## config.mk

```make
export PLATFORM = sky130hd
export DESIGN_NAME = booth_digit_recoder
export DESIGN_NICKNAME = d
export VERILOG_FILES = /design/src/rtl/booth_rec_pkg.sv /design/src/rtl/booth_window_shifter.sv /design/src/rtl/booth_select_decode.sv /design/src/rtl/booth_ctrl_merge.sv /design/src/rtl/booth_digit_recoder.sv
export SDC_FILE = /design/constraint.sdc
export NUM_CORES = 1
export LEC_CHECK = 0
export CELL_PAD_IN_SITES_DETAIL_PLACEMENT = 0
export CELL_PAD_IN_SITES_GLOBAL_PLACEMENT = 1
export CORE_MARGIN = 4
export CORE_UTILIZATION = 37
export DETAILED_ROUTE_END_ITERATION = 16
export DONT_BUFFER_PORTS = 1
export PLACE_DENSITY_LB_ADDON = 0.1
export SETUP_SLACK_MARGIN = 0.5
export SLEW_MARGIN = 5
export SYNTH_ARGS = -nofsm -noshare
export SYNTH_HDL_FRONTEND = slang
export SYNTH_SLANG_ARGS = --single-unit
```

## constraint.sdc

```tcl
create_clock -name clk -period 2.6 [get_ports clk]
set_clock_uncertainty 0.05 [all_clocks]
set_input_delay 0.26 -clock clk [delete_from_list [all_inputs] [get_ports clk]]
set_output_delay 0.26 -clock clk [all_outputs]
set_load 0.02 [all_outputs]
```

## src/rtl/booth_rec_pkg.sv

```systemverilog
package booth_rec_pkg;

    // First-level one-hot multiple selects; +A is the case with none set.
    typedef struct packed {
        logic pos2;
        logic neg1;
        logic neg2;
        logic zero;
    } mult_sel_t;

    // Second-level controls for the multiple-selection multiplexer.
    typedef struct packed {
        logic dbl;
        logic neg;
        logic nul;
    } mux_ctrl_t;

    localparam mux_ctrl_t CTRL_IDLE = '{dbl: 1'b0, neg: 1'b0, nul: 1'b0};

endpackage

```

## src/rtl/booth_window_shifter.sv

```systemverilog
module booth_window_shifter #(
    parameter int MW = 8
) (
    input  logic       clk,
    input  logic       rst_n,
    input  logic       load_i,
    input  logic [MW-1:0] mult_i,
    output logic [2:0] win_o,
    output logic       step_o,
    output logic       step_last_o,
    output logic       busy_o
);
    localparam int NDIG = MW / 2;
    localparam int CW   = $clog2(NDIG + 1);
    localparam int RW   = MW + 1;

    typedef struct packed {
        logic [RW-1:0] win;
        logic [CW-1:0] cnt;
    } shf_state_t;

    shf_state_t st_d, st_q;
    logic       busy_w;

    assign busy_w = (st_q.cnt != '0);

    always_comb begin
        st_d = st_q;
        if (load_i && !busy_w) begin
            st_d.win = {mult_i, 1'b0};
            st_d.cnt = CW'(NDIG);
        end else if (busy_w) begin
            st_d.win = st_q.win >> 2;
            st_d.cnt = st_q.cnt - CW'(1);
        end
    end

    always_ff @(posedge clk or negedge rst_n) begin
        if (!rst_n) begin
            st_q <= '0;
        end else begin
            st_q <= st_d;
        end
    end

    assign win_o       = st_q.win[2:0];
    assign step_o      = busy_w;
    assign step_last_o = (st_q.cnt == CW'(1));
    assign busy_o      = busy_w;

endmodule

```

## src/rtl/booth_select_decode.sv

```systemverilog
module booth_select_decode
    import booth_rec_pkg::*;
(
    input  logic [2:0] win_i,
    output mult_sel_t  sel_o
);
    always_comb begin
        sel_o = '0;
        unique case (win_i)
            3'b000:  sel_o.zero = 1'b1;
            3'b001:  sel_o      = '0;
            3'b010:  sel_o      = '0;
            3'b011:  sel_o.pos2 = 1'b1;
            3'b100:  sel_o.neg2 = 1'b1;
            3'b101:  sel_o.neg1 = 1'b1;
            3'b110:  sel_o.neg1 = 1'b1;
            default: sel_o.zero = 1'b1;
        endcase
    end

endmodule

```

## src/rtl/booth_ctrl_merge.sv

```systemverilog
module booth_ctrl_merge
    import booth_rec_pkg::*;
(
    input  mult_sel_t sel_i,
    output mux_ctrl_t ctrl_o
);
    always_comb begin
        ctrl_o.dbl = sel_i.pos2 | sel_i.neg2;
        ctrl_o.neg = sel_i.neg1 | sel_i.neg2;
        ctrl_o.nul = sel_i.zero;
    end

endmodule

```

## src/rtl/booth_digit_recoder.sv

```systemverilog
module booth_digit_recoder
    import booth_rec_pkg::*;
#(
    parameter int MW = 8
) (
    input  logic          clk,
    input  logic          rst_n,
    input  logic          load_i,
    input  logic [MW-1:0] mult_i,
    output logic          busy_o,
    output logic          dig_valid_o,
    output logic          dig_last_o,
    output logic          dig_double_o,
    output logic          dig_negate_o,
    output logic          dig_null_o
);
    typedef struct packed {
        logic      vld;
        logic      last;
        mux_ctrl_t ctrl;
    } out_state_t;

    logic       [2:0] win_w;
    logic             step_w;
    logic             step_last_w;
    mult_sel_t        sel_w;
    mux_ctrl_t        ctrl_w;
    out_state_t       out_d, out_q;

    booth_window_shifter #(.MW(MW)) u_shf (
        .clk         (clk),
        .rst_n       (rst_n),
        .load_i      (load_i),
        .mult_i      (mult_i),
        .win_o       (win_w),
        .step_o      (step_w),
        .step_last_o (step_last_w),
        .busy_o      (busy_o)
    );

    booth_select_decode u_lvl1 (
        .win_i (win_w),
        .sel_o (sel_w)
    );

    booth_ctrl_merge u_lvl2 (
        .sel_i  (sel_w),
        .ctrl_o (ctrl_w)
    );

    always_comb begin
        out_d      = '0;
        out_d.ctrl = CTRL_IDLE;
        if (step_w) begin
            out_d.vld  = 1'b1;
            out_d.last = step_last_w;
            out_d.ctrl = ctrl_w;
        end
    end

    always_ff @(posedge clk or negedge rst_n) begin
        if (!rst_n) begin
            out_q <= '0;
        end else begin
            out_q <= out_d;
        end
    end

    assign dig_valid_o  = out_q.vld;
    assign dig_last_o   = out_q.last;
    assign dig_double_o = out_q.ctrl.dbl;
    assign dig_negate_o = out_q.ctrl.neg;
    assign dig_null_o   = out_q.ctrl.nul;

endmodule

```

==> metrics.txt <==
Final setup viols=0; Worst-path clk slew=0.09 ns; # IOs=17; DP HPWL=929 microns; # diodes=0; TritonCTS Sinks=17; commonest non-fill, non-tap cell in the layout=dfrtp_1; min cycle time layout=1.91 ns; share of layout cells above drive strength 1=0.270; hold slack=0.0579 ns; Port-buffer cells=0; Seq/Total Area, Yosys=0.518; Syn-to-layout area delta=6.71%; Cells after Synth=59; CTS tree=built; RD Place Congestion=0.637; post-route cell area=876 sq um; via count=436; Synth cell types=22; final worst slack=0.691 ns; crit-path max FO=7; leakage=0.418 nW; wirelength, routed=1320 microns; Via density=4.84; Max-Slew Margin vs Limit=0.493; RSZ-0062 raised after global routing=false; Final Cycle Share=0.734; startpoint types=flop; core area=0.00204 sq mm; DR WL/cell=14.6 microns; dominant cells by area after synthesis=dfrtp_1, mux2_4, ha_1; P per Cell Area=1060 mW/mm^2; Root Driver=clkbuf_4; maxcap violations=0; Die Wd=55.1 microns; met2 GRT Util=0.152; post-cts sizing count=0; Clock Latency Late Sink=0.29 ns; nets=78; Initial Util=0.402; Final Hold Fails=0; Std-Cell Rows=16; CTS Buf Count=3; H-tree levels=1; clock buffer depth=2; leading cell types in the layout, fill and taps excluded=dfrtp_1, mux2_4; setup bufs post-CTS=0; Arrival @ worst endpoint=1.60 ns; final max-slew violation count=0; worst hold-check path type=in -> reg; Worst VDD drop=0.000478 V; Die Y=55.1 microns; Total GRT Usage=0.106; first-pass GRT wire length=2170 microns; Syn Area/Cell=13.9 sq um; initial antenna violation count=0; total nets after synthesis=73; Max Fclk=0.524 GHz; DP Worst Slack=0.812 ns; Crit. End Element=primary output; die area=0.00304 sq mm; Area after DPL=840 sq um; First-pass DRT Iterations=4; share of the synthesized area in the top cell type=0.518; CP required=2.29 ns; post-route ant nets=0; FF+latch count, synth=17; post-synth top area cell=dfrtp_1; drt initial violations=6; GR Layer Usage met3=0.0670; status=completed; grt ovf=0; met1 Use GR=0.132; post-layout util=0.429; number of global-route vias before repair=465; Most Used Layer, Global Route=met2; Syn. warnings=0; Least-Margin Pin Slew=0.758 ns; Remaining DRCs=0; Hold-fix buffers, CTS=1; Setup CP Type=reg -> out; Fin Setup TNS=0 ns; largest net degree at the start of global routing=18; Post-Syn Area=821 sq um
[Yosys cell counts, drive strengths merged]
| cell | count |
|---|---|
| dfrtp | 17 |
| mux2 | 13 |
| ha | 3 |
| inv | 3 |
| nor2 | 3 |
| a21oi | 2 |
| buf | 2 |
| mux2i | 2 |
| nor2b | 2 |
| a221o | 1 |
| a22o | 1 |
| and2 | 1 |
| and3 | 1 |
| nand2 | 1 |
| nand3 | 1 |
| nand3b | 1 |
| nand4bb | 1 |
| nor3b | 1 |
| o21ai | 1 |
| or3 | 1 |
| or3b | 1 |
[sequential cells by signal (all words and copies together), names as in the netlist]
register      flops
u_shf.st_q        9
u_shf.win_o       3
dig_double_o      1
dig_last_o        1
dig_negate_o      1
dig_null_o        1
dig_valid_o       1
[worst max-delay path, cell delays in order, from the launching register on]
cell and delay [ns]:
dfrtp_1 0.41, inv_1 0.09, ha_1 0.19, nor2b_1 0.34, inv_1 0.28
[worst paths after layout]
path | from | to | slack [ns] | cells after the start
hold / removal | load_i | u_shf.st_q[2] | 0.06 | 1
max in group asynchronous | rst_n | u_shf.st_q[6] | 1.60 | 1
hold reg to reg | u_shf.st_q[10] | u_shf.st_q[8] | 0.47 | 1
min in group asynchronous | rst_n | dig_negate_o | 0.42 | 1
setup reg to reg | u_shf.st_q[0] | u_shf.st_q[0] | 0.81 | 5
setup / recovery | u_shf.st_q[0] | busy_o | 0.69 | 4
[stage by stage]
stage | power, W | cells
2_1_floorplan | 0.000745 | 59
3_3_place_gp | 0.000797 | 85
3_5_place_dp | 0.000794 | 85
4_1_cts | 0.000948 | 90
5_1_grt | 0.00101 | 90
6_report | 0.000931 | 90
[metal layers]
metal	wire [microns]	part of all wire	up-vias
li1	-	-	213
met1	608	0.46	202
met2	546	0.41	17
met3	142	0.11	4
met4	21	0.016	0
met5	0	0	-
[logic make-up after synthesis]
logic type                 synth area share
AOI/OAI and AO/OA                    0.0412
adders and majority gates            0.0457
buffers and inverters                0.0412
DFF                                   0.518
muxes                                 0.248
and+or+nand+nor                       0.105
[report_power, final]
part | internal [W] | leakage, nW | switching [W]
registers | 0.000364 | 0.219 | 0.000109
logic | 0.000182 | 0.184 | 0.000135
clock network | 0.0000597 | 0.0150 | 0.0000813
total | 0.000606 | 0.418 | 0.000325
[final cells by class]
type                    instances  area (sq um)
clock buffers                   4          26.3
fillers                       207          1170
inverters                       3          11.3
multi-input cells              37           362
flip-flops and latches         17           425
well taps                      27          33.8
repair buffers                  2          17.5
(Power assumes the default switching activity.)
